<file path="config.mk">
export PLATFORM = sky130hd
export DESIGN_NAME = wlvl_responder
export DESIGN_NICKNAME = d
export VERILOG_FILES = /design/src/rtl/wlvl_pkg.sv /design/src/rtl/wlvl_gate.sv /design/src/rtl/wlvl_fb_pipe.sv /design/src/rtl/wlvl_pw_check.sv /design/src/rtl/wlvl_responder.sv
export SDC_FILE = /design/constraint.sdc
export NUM_CORES = 1
export LEC_CHECK = 0
export BUFFER_PORTS_ARGS = -buffer_cell sky130_fd_sc_hd__buf_4
export CAP_MARGIN = 20
export CORE_ASPECT_RATIO = 1.25
export CORE_MARGIN = 4
export CORE_UTILIZATION = 60
export DETAILED_ROUTE_END_ITERATION = 10
export PLACE_DENSITY_LB_ADDON = 0.08
export SYNTH_ARGS = -nofsm -noshare
export SYNTH_HDL_FRONTEND = slang
export SYNTH_SLANG_ARGS = --single-unit
</file>
<file path="constraint.sdc">
create_clock -name clk -period 5.3 [get_ports clk]
set_clock_uncertainty 0.2 [all_clocks]
set_input_delay 0.265 -clock clk [delete_from_list [all_inputs] [get_ports clk]]
set_output_delay 0.265 -clock clk [all_outputs]
set_load 0.05 [all_outputs]
</file>
<file path="src/rtl/wlvl_pkg.sv">
package wlvl_pkg;

  // one slot of the feedback latency line
  typedef struct packed {
    logic vld;
    logic lvl;
  } fb_slot_t;

endpackage

</file>
<file path="src/rtl/wlvl_gate.sv">
module wlvl_gate #(
  parameter int CYC_W = 8
) (
  input  logic             clk,
  input  logic             rst,
  input  logic             wl_en,
  input  logic             wl_exit,
  input  logic [CYC_W-1:0] oe_lat,
  input  logic [CYC_W-1:0] exit_hold,
  output logic             active,
  output logic             oe_q
);

  logic [CYC_W-1:0] hold_cnt;
  logic [CYC_W-1:0] age;

  // leveling runs only outside the exit guard window
  assign active = wl_en && !wl_exit && (hold_cnt == '0);

  always_ff @(posedge clk) begin
    if (rst) begin
      hold_cnt <= '0;
      age      <= '0;
      oe_q     <= 1'b0;
    end else begin
      if (wl_exit)
        hold_cnt <= exit_hold;
      else if (hold_cnt != '0)
        hold_cnt <= hold_cnt - 1'b1;

      if (active) begin
        if (age != '1)
          age <= age + 1'b1;
        oe_q <= (age >= oe_lat);
      end else begin
        age  <= '0;
        oe_q <= 1'b0;
      end
    end
  end

  p_oe_off_after_disable_r7: assert property (@(posedge clk) disable iff (rst)
    !wl_en |=> !oe_q);

  p_exit_releases_bus_r12: assert property (@(posedge clk) disable iff (rst)
    wl_exit |=> !oe_q);

endmodule

</file>
<file path="src/rtl/wlvl_fb_pipe.sv">
module wlvl_fb_pipe
  import wlvl_pkg::*;
#(
  parameter int LAT_W = 4
) (
  input  logic             clk,
  input  logic             rst,
  input  logic             active,
  input  logic             dqs_rise,
  input  logic             ck_level,
  input  logic [LAT_W-1:0] out_lat,
  output logic             fb_vld,
  output logic             fb_lvl
);

  localparam int MAX_LAT = (1 << LAT_W) - 1;

  fb_slot_t         line_q [MAX_LAT];
  logic [LAT_W-1:0] tap_sel;
  fb_slot_t         tap;

  generate
    for (genvar g = 0; g < MAX_LAT; g++) begin : g_stage
      if (g == 0) begin : g_head
        always_ff @(posedge clk) begin
          if (rst || !active)
            line_q[0] <= '0;
          else
            line_q[0] <= '{vld: dqs_rise, lvl: ck_level};
        end
      end else begin : g_body
        always_ff @(posedge clk) begin
          if (rst || !active)
            line_q[g] <= '0;
          else
            line_q[g] <= line_q[g-1];
        end
      end
    end
  endgenerate

  assign tap_sel = (out_lat == '0) ? '0 : out_lat - 1'b1;
  assign tap     = line_q[tap_sel];

  always_ff @(posedge clk) begin
    if (rst || !active) begin
      fb_vld <= 1'b0;
      fb_lvl <= 1'b0;
    end else begin
      fb_vld <= tap.vld;
      if (tap.vld)
        fb_lvl <= tap.lvl;
    end
  end

  p_valid_needs_active_r2: assert property (@(posedge clk) disable iff (rst)
    fb_vld |-> $past(active));

  p_level_held_r6: assert property (@(posedge clk) disable iff (rst)
    (active && !tap.vld) |=> $stable(fb_lvl));

endmodule

</file>
<file path="src/rtl/wlvl_pw_check.sv">
module wlvl_pw_check #(
  parameter int CYC_W = 8
) (
  input  logic             clk,
  input  logic             rst,
  input  logic             active,
  input  logic             dqs_rise,
  input  logic             dqs_fall,
  input  logic [CYC_W-1:0] min_high,
  input  logic [CYC_W-1:0] min_low,
  output logic             err_q
);

  logic [CYC_W-1:0] since_edge;
  logic             armed;
  logic             strobe_hi;
  logic             any_edge;
  logic             short_hi;
  logic             short_lo;

  assign any_edge = dqs_rise || dqs_fall;
  assign short_hi = armed && strobe_hi  && dqs_fall && (since_edge < min_high);
  assign short_lo = armed && !strobe_hi && dqs_rise && (since_edge < min_low);

  always_ff @(posedge clk) begin
    if (rst || !active) begin
      since_edge <= '0;
      armed      <= 1'b0;
      strobe_hi  <= 1'b0;
      err_q      <= 1'b0;
    end else if (any_edge) begin
      since_edge <= {{(CYC_W-1){1'b0}}, 1'b1};
      armed      <= 1'b1;
      strobe_hi  <= dqs_rise;
      if (short_hi || short_lo)
        err_q <= 1'b1;
    end else if (since_edge != '1) begin
      since_edge <= since_edge + 1'b1;
    end
  end

  p_err_needs_edge_r9: assert property (@(posedge clk) disable iff (rst)
    $rose(err_q) |-> $past(any_edge));

  p_err_clears_r11: assert property (@(posedge clk) disable iff (rst)
    !active |=> !err_q);

  p_err_sticky_r10: assert property (@(posedge clk) disable iff (rst)
    (err_q && active) |=> err_q);

endmodule

</file>
<file path="src/rtl/wlvl_responder.sv">
module wlvl_responder #(
  parameter int DQ_W      = 8,
  parameter int PRIME_BIT = 0,
  parameter int LAT_W     = 4,
  parameter int CYC_W     = 8
) (
  input  logic             clk,
  input  logic             rst,
  input  logic             wl_en,
  input  logic             wl_exit,
  input  logic             fb_all,
  input  logic             ck_level,
  input  logic             dqs_rise,
  input  logic             dqs_fall,
  input  logic [LAT_W-1:0] out_lat,
  input  logic [CYC_W-1:0] oe_lat,
  input  logic [CYC_W-1:0] min_high,
  input  logic [CYC_W-1:0] min_low,
  input  logic [CYC_W-1:0] exit_hold,
  output logic [DQ_W-1:0]  dq,
  output logic             dq_oe,
  output logic             dq_valid,
  output logic             pw_err
);

  localparam logic [DQ_W-1:0] PRIME_MASK = DQ_W'(1) << PRIME_BIT;

  logic active;
  logic fb_lvl;

  wlvl_gate #(.CYC_W(CYC_W)) u_gate (
    .clk       (clk),
    .rst       (rst),
    .wl_en     (wl_en),
    .wl_exit   (wl_exit),
    .oe_lat    (oe_lat),
    .exit_hold (exit_hold),
    .active    (active),
    .oe_q      (dq_oe)
  );

  wlvl_fb_pipe #(.LAT_W(LAT_W)) u_pipe (
    .clk      (clk),
    .rst      (rst),
    .active   (active),
    .dqs_rise (dqs_rise),
    .ck_level (ck_level),
    .out_lat  (out_lat),
    .fb_vld   (dq_valid),
    .fb_lvl   (fb_lvl)
  );

  wlvl_pw_check #(.CYC_W(CYC_W)) u_pw (
    .clk      (clk),
    .rst      (rst),
    .active   (active),
    .dqs_rise (dqs_rise),
    .dqs_fall (dqs_fall),
    .min_high (min_high),
    .min_low  (min_low),
    .err_q    (pw_err)
  );

  // bus placement: prime bit always carries feedback, others only in all-bits mode
  generate
    for (genvar b = 0; b < DQ_W; b++) begin : g_bit
      if (b == PRIME_BIT) begin : g_prime
        assign dq[b] = fb_lvl;
      end else begin : g_rest
        assign dq[b] = fb_all & fb_lvl;
      end
    end
  endgenerate

  p_prime_only_r4: assert property (@(posedge clk) disable iff (rst)
    !fb_all |-> ((dq & ~PRIME_MASK) == '0));

  p_all_bits_equal_r5: assert property (@(posedge clk) disable iff (rst)
    fb_all |-> (dq == '0 || dq == '1));

  p_quiet_when_off_r8: assert property (@(posedge clk) disable iff (rst)
    !wl_en |=> (!dq_valid && dq == '0));

endmodule

</file>
==> results by group <==
Synthesis
  – Post-synth EDFFs: 0
  – Distinct cells, synth: 51
  – Seq/Total Area, Yosys: 38.1%
  – Syn_area_per_cell: 8.68 um2
  – Yosys top cell by area: dfxtp_1
  – Most frequent cells after synthesis: dfxtp_1 (60), nor2_1 (41), and2_1 (33)
  – Top-area cell type share of the netlist area: 38.1%
  – Most frequent cell after synthesis: dfxtp_1
  – Synthesis Warnings: 0
  – Yosys reg bits: 60
  – Async S/R FF share, synth: 0%
  – Syn nets: 433
  – Largest cells by area after synthesis: dfxtp_1 (38%), ha_1 (10%), and2_1 (6.6%), a21oi_1 (4.9%), nor2_1 (4.9%)
  – Syn Std Cell Area: 0.00315 mm2
  – Prevailing post-synth register cell: dfxtp_1
  – Cells after Synth: 363

Flow run
  – Max-cap violations: 0

Floorplan
  – Core Footprint: 0.00508 mm2
  – Row count: 29
  – Die area: 0.00648 mm2
  – Die X: 72.8 um
  – Initial Util: 62.0%
  – Ports: 55
  – Die Y: 89.0 um

Timing
  – Fin crit share: 41.8%
  – Fin. Hold Viols: 0
  – Slew Limit Fails: 0
  – Fmax: 0.451 GHz
  – Fin Setup TNS: 0 ns
  – Max-slew headroom: 65.7%
  – RSZ-0062 raised after global routing: false
  – Clock period minus worst slack: 2.22 ns
  – Slew @ Worst Pin: 0.513 ns
  – Final setup fails: 0

Route
  – Post-route DRC: 0
  – Final wirelength: 6350 um
  – Vias per cell: 5.31
  – Wirelength per Cell: 13.0 um
  – 1st-iter DRT viols: 127
  – Antenna-violating nets left: 0
  – Via count of the routed design: 2602
  – First-pass DRT Iterations: 4

Global route
  – Tot GR Track Use: 21.6%
  – Largest net degree at the start of global routing: 30
  – Initial antenna violation count: 0
  – Vias in the first global route: 2538
  – First-pass GRT wire length: 11100 um
  – GRT overflow: 0

Placement
  – IO Port Bufs: 54
  – GP Congestion: 0.810
  – HPWL after detailed placement: 4530 um
  – Placed cell count: 462

Critical path
  – CP startpoint kind: register
  – CP required: 5.38 ns
  – Worst Path Arrival: 2.30 ns
  – Crit Path Max Fanout: 6
  – Crit Path Class: register to register
  – Critical path endpoint category: register

Clock tree
  – Worst-Skew Late Latency: 0.34 ns
  – Clock slew at reported path FFs: 0.07 ns
  – CTS sink count: 60
  – Root buf cell: clkbuf_8
  – Setup repair bufs after CTS: 0
  – CTS max path bufs: 2
  – Total CTS buffers: 9
  – H-tree Lvls: 3
  – CTS tree: built

Final layout
  – Layout cells sized above 1: 18.9%
  – Final-stage net count: 493
  – Syn-to-layout area delta: 21.6%
  – Post-Layout Cell Count: 490
  – Diodes inserted: 0

Power and ir drop
  – Worst vdd ir: 189 uV
  – Pwr/cell area: 260 mW/mm2
  – Static leakage: 0.00177 uW

Run status
  – Status: finished, final reports clean

Worst hold path
  – Hold Path Class: input pin to register
==> path summary, 6_finish.rpt <==
kind	startpoint	to	slack [ns]	depth (start not counted)
max	u_gate.hold_cnt[3]	u_gate.hold_cnt[1]	3.08	6
min	wl_exit	u_gate.hold_cnt[4]	0.12	3
max reg2reg	u_gate.hold_cnt[3]	u_gate.hold_cnt[1]	3.08	6
min reg2reg	u_pipe.line_q[2][1]	u_pipe.line_q[3][1]	0.26	1
==> sequential cells by signal (all words and copies together) (netlist names) <==
signal	cells
u_pw.err_q	1
u_pw.since_edge	8
u_pipe.fb_lvl	1
u_pw.strobe_hi	1
u_pw.armed	1
u_gate.age	8
u_pipe.fb_vld	1
u_gate.hold_cnt	8
u_gate.oe_q	1
u_pipe.line_q	30
==> cells by family (layout without fill, tap and decap cells) <==
kind of cell    Yosys count  after routing  share of synthesized area [%]
compound gates           75             75                           15.4
xor+xnor                 12             12                           3.34
fa+ha+maj                26             26                           10.3
buf+inv                  49            114                           7.35
flops                    60             60                           38.1
mux                       7              7                           2.26
simple gates            134            134                           23.2
==> layout make-up <==
| type | instances | area [um2] |
|---|---|---|
| clock buffers | 11 | 131 |
| clock inverters | 5 | 52.6 |
| fillers | 364 | 1250 |
| inverters | 31 | 116 |
| multi-input cells | 254 | 1720 |
| flip-flops and latches | 60 | 1200 |
| well taps | 62 | 77.6 |
| repair buffers | 67 | 533 |
==> worst max-delay path, stage by stage (launching register included) <==
cell and delay (ns):
dfxtp_1 0.38, nor4_4 0.39, nand3_2 0.19, a211oi_1 0.31
a21oi_1 0.07, nor2_1 0.08, dlygate4sd3_1 0.54
==> placed cells by master (no fill, tap or decap), types with 2 or more instances in the layout <==
cell	netlist	final
dfxtp_1	60	60
a31oi_1	2	2
inv_1	30	30
o21ai_0	10	10
o22ai_1	3	3
nor2b_1	3	3
nor4_1	2	2
o221ai_1	2	2
nor2_1	41	41
nand2_1	11	11
nand4_1	5	5
nand2b_1	5	5
mux2i_1	6	6
clkbuf_1	2	2
and2_1	33	33
buf_4	9	55
or3_1	3	3
a21o_1	9	9
a21oi_1	31	31
clkinv_2	0	3
and4_1	3	3
clkbuf_8	0	9
xnor2_1	6	6
nor3_1	9	9
ha_1	26	26
nand3_1	7	7
xor2_1	6	6
a211oi_1	8	8
dlygate4sd3_1	0	12
a311oi_1	2	2
and3_1	2	2
==> per-stage QoR <==
stage | power [uW] | utilization, % | hold WS [ns] | setup WS (ns) | cell area (um2)
detailed placement | 608 | 69.4 | 0.246 | 3.23 | 3530
CTS | 1000 | 75.4 | 0.0939 | 3.10 | 3830
floorplan | 568 | - | 0.137 | 3.50 | 3150
global placement | 605 | 69.4 | 0.240 | 3.29 | 3530
global route | 1040 | 75.4 | 0.137 | 2.94 | 3830
finish | 997 | 75.4 | 0.116 | 3.08 | 3830
==> layer usage <==
metal	up-vias	global-route usage [%]	wire length (um)
met3	10	4.61	224
met2	38	36.9	3170
met4	0	9.56	110
met5	-	0	0
li1	1362	-	-
met1	1192	26.0	2840
==> power breakdown <==
| part | switching, uW | internal (uW) |
|---|---|---|
| Clock | 175 | 215 |
| Combinational | 66.6 | 71.4 |
| Sequential | 10.2 | 460 |
| Total | 251 | 746 |
==> what timing repair did <==
action,4_1_cts,5_1_grt
hold buffers,12,0
setup endpoints to repair,0,0
gates resized for setup,0,0
endpoints found under the hold margin,12,0
No activity file was read; power rests on OpenSTA's default activity.
